--- src/rtl/uart_rx_fifo_pkg.sv ---
package uart_rx_fifo_pkg;

    typedef struct packed {
        logic [3:0] err;
        logic [7:0] data;
    } rxf_entry_t;

    localparam int unsigned RXF_TRIGGER = 1;

    function automatic int unsigned rxf_depth(input logic buffered, input int unsigned full_depth);
        return buffered ? full_depth : 1;
    endfunction

endpackage

--- src/rtl/uart_rx_fifo_store.sv ---
module uart_rx_fifo_store
    import uart_rx_fifo_pkg::*;
#(
    parameter int unsigned DEPTH = 16,
    localparam int unsigned PW = $clog2(DEPTH)
) (
    input  logic       clk,
    input  logic       wr_fire,
    input  logic [PW-1:0] wr_slot,
    input  rxf_entry_t wr_entry,
    input  logic [PW-1:0] rd_pos,
    output rxf_entry_t rd_entry
);

    rxf_entry_t mem [DEPTH];

    for (genvar g = 0; g < DEPTH; g++) begin : g_slot
        always_ff @(posedge clk) begin
            if (wr_fire && wr_slot == PW'(g)) begin
                mem[g] <= wr_entry;
            end
        end
    end

    assign rd_entry = mem[rd_pos];

endmodule

--- src/rtl/uart_rx_fifo_ctrl.sv ---
module uart_rx_fifo_ctrl
    import uart_rx_fifo_pkg::*;
#(
    parameter int unsigned DEPTH = 16,
    localparam int unsigned PW = $clog2(DEPTH),
    localparam int unsigned CW = $clog2(DEPTH + 1)
) (
    input  logic          clk,
    input  logic          rst,
    input  logic          fifo_en_i,
    input  logic          flush_i,
    input  logic          wr_en_i,
    input  logic          rd_en_i,
    output logic          wr_fire,
    output logic [PW-1:0] wr_slot,
    output logic [PW-1:0] rd_pos,
    output logic          full_o,
    output logic          empty_o,
    output logic [CW-1:0] count_o,
    output logic          can_accept_o,
    output logic          rx_irq_o
);

    logic          mode_q;
    logic [CW-1:0] cnt_q, cnt_d;
    logic [PW-1:0] pos_q, pos_d;
    logic          full_q, full_d, empty_q, empty_d, irq_q, irq_d;
    logic          flush;
    logic [CW-1:0] depth;
    logic [PW-1:0] mask;

    assign depth = CW'(rxf_depth(mode_q, DEPTH));
    assign mask  = PW'(rxf_depth(mode_q, DEPTH) - 1);
    assign flush = flush_i | (fifo_en_i != mode_q);

    always_comb begin
        cnt_d   = cnt_q;
        pos_d   = pos_q;
        full_d  = full_q;
        empty_d = empty_q;
        irq_d   = irq_q;
        wr_fire = 1'b0;
        wr_slot = '0;
        if (flush) begin
            cnt_d   = '0;
            pos_d   = '0;
            full_d  = 1'b0;
            empty_d = 1'b1;
        end else begin
            if (rd_en_i) begin
                full_d = 1'b0;
                if (cnt_d != '0) begin
                    cnt_d = cnt_d - CW'(1);
                    pos_d = (pos_d + PW'(1)) & mask;
                end
                if (cnt_d == '0) empty_d = 1'b1;
                if (cnt_d + CW'(1) == CW'(RXF_TRIGGER)) irq_d = 1'b0;
            end
            if (wr_en_i && cnt_d < depth) begin
                wr_fire = 1'b1;
                wr_slot = (pos_d + cnt_d[PW-1:0]) & mask;
                cnt_d   = cnt_d + CW'(1);
                empty_d = 1'b0;
                if (cnt_d == depth) full_d = 1'b1;
                if (cnt_d == CW'(RXF_TRIGGER)) irq_d = 1'b1;
            end
        end
    end

    always_ff @(posedge clk) begin
        if (rst) begin
            mode_q  <= 1'b0;
            cnt_q   <= '0;
            pos_q   <= '0;
            full_q  <= 1'b0;
            empty_q <= 1'b1;
            irq_q   <= 1'b0;
        end else begin
            mode_q  <= fifo_en_i;
            cnt_q   <= cnt_d;
            pos_q   <= pos_d;
            full_q  <= full_d;
            empty_q <= empty_d;
            irq_q   <= irq_d;
        end
    end

    assign rd_pos       = pos_q;
    assign full_o       = full_q;
    assign empty_o      = empty_q;
    assign count_o      = cnt_q;
    assign can_accept_o = cnt_q < depth;
    assign rx_irq_o     = irq_q;

    // occupancy bounded by the effective depth
    p_no_overflow_r1: assert property (@(posedge clk) disable iff (rst)
        cnt_q <= depth);
    // full flag tracks the count
    p_full_match_r3: assert property (@(posedge clk) disable iff (rst)
        full_q == (cnt_q == depth));
    // empty flag tracks the count
    p_empty_match_r5: assert property (@(posedge clk) disable iff (rst)
        empty_q == (cnt_q == '0));
    // push onto an empty buffer raises the interrupt
    p_irq_set_r6: assert property (@(posedge clk) disable iff (rst)
        (!flush && wr_en_i && !rd_en_i && cnt_q == CW'(RXF_TRIGGER - 1)) |=> irq_q);
    // flush empties the buffer
    p_flush_r8: assert property (@(posedge clk) disable iff (rst)
        flush |=> (cnt_q == '0 && empty_q));
    // flush leaves the interrupt bit alone
    p_flush_irq_r8: assert property (@(posedge clk) disable iff (rst)
        flush |=> $stable(irq_q));
    // push into a full buffer is dropped
    p_drop_full_r10: assert property (@(posedge clk) disable iff (rst)
        (!flush && wr_en_i && !rd_en_i && cnt_q == depth) |=> $stable(cnt_q));

endmodule

--- src/rtl/uart_rx_fifo.sv ---
module uart_rx_fifo
    import uart_rx_fifo_pkg::*;
#(
    parameter int unsigned DEPTH = 16,
    localparam int unsigned PW = $clog2(DEPTH),
    localparam int unsigned CW = $clog2(DEPTH + 1)
) (
    input  logic          clk,
    input  logic          rst,
    input  logic          fifo_en_i,
    input  logic          flush_i,
    input  logic          wr_en_i,
    input  logic [7:0]    wr_data_i,
    input  logic [3:0]    wr_err_i,
    input  logic          rd_en_i,
    output logic [11:0]   rd_data_o,
    output logic          full_o,
    output logic          empty_o,
    output logic [CW-1:0] count_o,
    output logic          can_accept_o,
    output logic          rx_irq_o
);

    logic          wr_fire;
    logic [PW-1:0] wr_slot, rd_pos;
    rxf_entry_t    wr_entry, rd_entry;

    assign wr_entry = '{err: wr_err_i, data: wr_data_i};

    uart_rx_fifo_ctrl #(.DEPTH(DEPTH)) u_ctrl (
        .clk(clk), .rst(rst), .fifo_en_i(fifo_en_i), .flush_i(flush_i),
        .wr_en_i(wr_en_i), .rd_en_i(rd_en_i), .wr_fire(wr_fire),
        .wr_slot(wr_slot), .rd_pos(rd_pos), .full_o(full_o), .empty_o(empty_o),
        .count_o(count_o), .can_accept_o(can_accept_o), .rx_irq_o(rx_irq_o)
    );

    uart_rx_fifo_store #(.DEPTH(DEPTH)) u_store (
        .clk(clk), .wr_fire(wr_fire), .wr_slot(wr_slot), .wr_entry(wr_entry),
        .rd_pos(rd_pos), .rd_entry(rd_entry)
    );

    assign rd_data_o = rd_entry;

endmodule

--- config.mk ---
export PLATFORM = sky130hd
export DESIGN_NAME = uart_rx_fifo
export DESIGN_NICKNAME = d
export VERILOG_FILES = /design/src/rtl/uart_rx_fifo_pkg.sv /design/src/rtl/uart_rx_fifo_store.sv /design/src/rtl/uart_rx_fifo_ctrl.sv /design/src/rtl/uart_rx_fifo.sv
export SDC_FILE = /design/constraint.sdc
export NUM_CORES = 1
export LEC_CHECK = 0
export BUFFER_PORTS_ARGS = -buffer_cell sky130_fd_sc_hd__buf_2
export CAP_MARGIN = 30
export CORE_ASPECT_RATIO = 2
export CORE_MARGIN = 2
export CORE_UTILIZATION = 55
export DETAILED_ROUTE_END_ITERATION = 8
export PLACE_DENSITY = 0.79
export SLEW_MARGIN = 40
export SYNTH_ARGS = -nofsm -noshare
export SYNTH_HDL_FRONTEND = slang
export SYNTH_SLANG_ARGS = --single-unit
--- constraint.sdc ---
create_clock -name clk -period 4.9 [get_ports clk]
set_clock_uncertainty 0.2 [all_clocks]
set_input_delay 0.245 -clock clk [delete_from_list [all_inputs] [get_ports clk]]
set_output_delay 0.245 -clock clk [all_outputs]
set_load 0.01 [all_outputs]
==> impl_metrics.toml <==
[drt]
wl_per_cell_um = 22.7
wl_um = 18100
drc = 0
routed-wl-met2_um = 10100
drt-met1-wl_um = 6410
num_vias = 4974
wl_met3_um = 818
dr.first_iter.drc_count = 259
ant_nets = 0
viasPerCell = 6.22
first_pass_iters = 7
top_layer = "met4"

[clock_network]
insertion_delay_ps = 480
cts_buffers = 18
cts.sinks = 205
path_clk_slew_ps = 60
post_cts_buffers = 0
cts_tree = "yes"
htreeDepth = 1
ctsRootBufferMaster = "clkbuf_16"
cts_buffer_depth = 3

[floorplan]
dieArea_mm2 = 0.0167
ioPinCount = 39
initial_core_util = 0.563
die_x_um = 92.5
die_h_um = 181
fp.coreArea_mm2 = 0.0153
rows = 64

[layout]
area_growth_pct = 15.6
final_nets = 621
multi_input_area_mm2 = 0.00251
final_area_mm2 = 0.00995
drive_gt1_frac = 0.254
n_antenna_cell = 0
fill_cells = 1034
seqCellArea_mm2 = 0.00603

[synthesis]
synth-xor-area-share = 0.0108
synth_top_cell_by_area = "edfxtp_1"
synth_compound_area_frac = 0.0680
synth.area.mux_share = 0.124
synth_cell_types = 53
ys_seq_area_frac = 0.700
synth_cells = 521
synth_area_mm2 = 0.00861
synth_adder_area_share = 0.0169
yosysWarnings = 0
synthArstFlopShare = 0
synth_edf_count = 192
yosys.area_share.simple = 0.0612
synth_top_family_by_area = "multiplexers"
ys_ff_latch = 205
synth_flop_cell = "edfxtp_1"
syn_avg_cell_area_um2 = 16.5
synth_area_leaders = "edfxtp_1 67%, mux4_2 6.3%, mux2i_1 4.4%"
netlist.area_leader.share = 0.670
synthesis.nets = 550

[timing]
worst_slew_pin_slew_ps = 728
slew_headroom = 0.513
setup_violations = 0
fin_crit_ps = 4440
rsz0062_at_grt = "no"
hold_ws_ps = 73.8
fmax_ghz = 0.225
report.final.hold_viol_count = 0
fin_tns_setup_ps = 0
worst_slack_ps = 461
fin_crit_sh = 0.906
slew_viol_final = 0

[setup_path]
worst_path_max_delay_cell = "or4b_1"
startpoint_type = "flip-flop"
crit_top_cell = "ha_1"
crit_cells = 13
cpPeakStageDelay_ps = 600
critPathMaxFanout = 16
r2r_start = "u_ctrl.count_o[0]"
worstPathCellList = "inv_1 > ha_1 > or4b_1 > nand2_4 > mux2i_2 > ha_1 > a21o_1 > a21oi_1 > xor2_1 > xnor3_1 > nand2_2 > nor3b_2 > buf_4"
crit_buf_inv = 2
end_kind = "flip-flop"
critPathLaunch = "u_ctrl.count_o[0]"
cp_top_family = "simple AND/OR/NAND/NOR gates"
critPathRequiredTime_ps = 4880
criticalPathCategory = "reg -> reg"
r2r_setup_slack_ps = 460
rr_worst_depth = 13
r2r_end = "u_store.mem[0][8]"
critPathArrivalTime_ps = 4420

[place]
placed_cell_area_mm2 = 0.00920
pre_cts_slack_ps = 315
gp_congestion = 0.913
port_buffers = 38
hpwl_um = 12200

[power]
finalPower_mw = 3.46
vdd_drop_max_mv = 0.293
power.density_mw_per_mm2 = 348
p_leak_nw = 3.25

[status]
status = "finished, final reports clean"

[global_route]
grt_pass1_vias = 5206
antenna_found_initial = 0
grt_pass1_wl_um = 28200
grtUsageTotal = 0.222
grt-ovfl-total = 0
grt_max_degree = 50

[flow_run]
max_cap_violations = 0

[min_path]
holdPathStages = 4
min_to = "u_ctrl.full_o"
worstHoldPathType = "in -> reg"
worstHoldStart = "rd_en_i"
## cells by family (layout without fill, tap and decap cells)
group                    Yosys count  after routing
AO/OA/AOI/OAI                     88             88
buffers and inverters             38            119
XOR/XNOR                           9              9
AND/OR/NAND/NOR                   95             95
multiplexers                      75             75
flip-flops                       205            205
adder cells (fa/ha/maj)           11             11
## synthesized netlist by cell type (2+ instances only)
| master | n |
|---|---|
| xor2_1 | 2 |
| clkbuf_1 | 17 |
| buf_2 | 3 |
| mux2_2 | 12 |
| a21oi_1 | 22 |
| a22oi_1 | 13 |
| nor2b_1 | 5 |
| dfxtp_1 | 13 |
| ha_1 | 10 |
| a211o_1 | 2 |
| o21ai_0 | 25 |
| nand3b_1 | 2 |
| and3_1 | 2 |
| buf_6 | 2 |
| or3_1 | 4 |
| nor3_1 | 14 |
| edfxtp_1 | 192 |
| o211ai_1 | 3 |
| or4b_1 | 2 |
| inv_1 | 10 |
| nand3_1 | 5 |
| xnor2_1 | 6 |
| nand2_1 | 30 |
| buf_1 | 6 |
| a221oi_1 | 12 |
| and2_1 | 3 |
| nor3b_1 | 8 |
| mux2i_1 | 38 |
| mux4_2 | 24 |
| nor2_1 | 11 |
## area by class of cell
class                           count  area share
Sequential cell                   205       0.606
Multi-Input combinational cell    278       0.252
Timing Repair Buffer               79      0.0542
Clock buffer                       21      0.0485
Tap cell                          198      0.0249
Clock inverter                      9      0.0109
Inverter                           10     0.00377
## report_power, final
| part | total [mW] | internal, mW | switching, mW |
|---|---|---|---|
| clock | 1.41 | 0.816 | 0.598 |
| sequential | 1.92 | 1.92 | 0.00534 |
| combinational | 0.125 | 0.0449 | 0.0799 |
| total | 3.46 | 2.78 | 0.683 |
## cells in the final DEF, fill, tap and decap left out, types with 3 or more instances in the layout
| cell type | n |
|---|---|
| mux4_2 | 24 |
| edfxtp_1 | 192 |
| xnor2_1 | 6 |
| o211ai_1 | 3 |
| inv_1 | 10 |
| a22oi_1 | 13 |
| mux2_2 | 12 |
| buf_4 | 25 |
| nor3b_2 | 8 |
| dfxtp_1 | 12 |
| nand3_1 | 5 |
| mux2i_1 | 38 |
| o21ai_0 | 25 |
| dlygate4sd3_1 | 15 |
| nor2b_1 | 4 |
| clkbuf_16 | 19 |
| or3_1 | 4 |
| nand2_1 | 29 |
| nor3_2 | 8 |
| nor3_1 | 6 |
| clkinv_1 | 3 |
| and2_1 | 3 |
| buf_2 | 38 |
| a21oi_1 | 22 |
| ha_1 | 10 |
| nor2_1 | 11 |
| a221oi_1 | 12 |
## sequential cells by signal, indices dropped and copies added (netlist names)
register	cells
u_ctrl.count_o	5
u_ctrl.empty_o	1
u_ctrl.full_o	1
u_ctrl.mode_q	1
u_ctrl.rd_pos	4
u_ctrl.rx_irq_o	1
u_store.mem	192
## tightest hold or removal path, delay by kind of cell
kind | cells | cell delay, ps
compound gates | 1 | 80
simple gates | 1 | 70
buf+inv | 2 | 290
## timing repair
item                       in CTS  in global routing
setup endpoints to repair       0                 86
gates resized for setup         0                  1
hold buffers                   15                  0
hold endpoints to repair      197                  0
## how the worst max path moves through the flow
| stage | slack [ps] | end |
|---|---|---|
| finish | 460 | u_store.mem[0][8] |
| global route | 190 | u_store.mem[1][1] |
| CTS | 310 | u_store.mem[1][1] |
| detailed placement | 320 | u_store.mem[0][7] |
| global placement | 530 | u_store.mem[1][0] |
| floorplan | 170 | u_store.mem[0][0] |
## through the flow
| step | instances | utilization |
|---|---|---|
| floorplan | 521 | - |
| global placement | 755 | 0.602 |
| detailed placement | 755 | 0.602 |
| CTS | 800 | 0.650 |
| global route | 800 | 0.651 |
| finish | 800 | 0.651 |
## routing by layer
layer,global-route usage,vias up
met4,0.122,0
li1,-,2205
met2,0.404,180
met3,0.0300,65
met5,0,-
met1,0.245,2524
No activity file was read; power rests on OpenSTA's default activity.
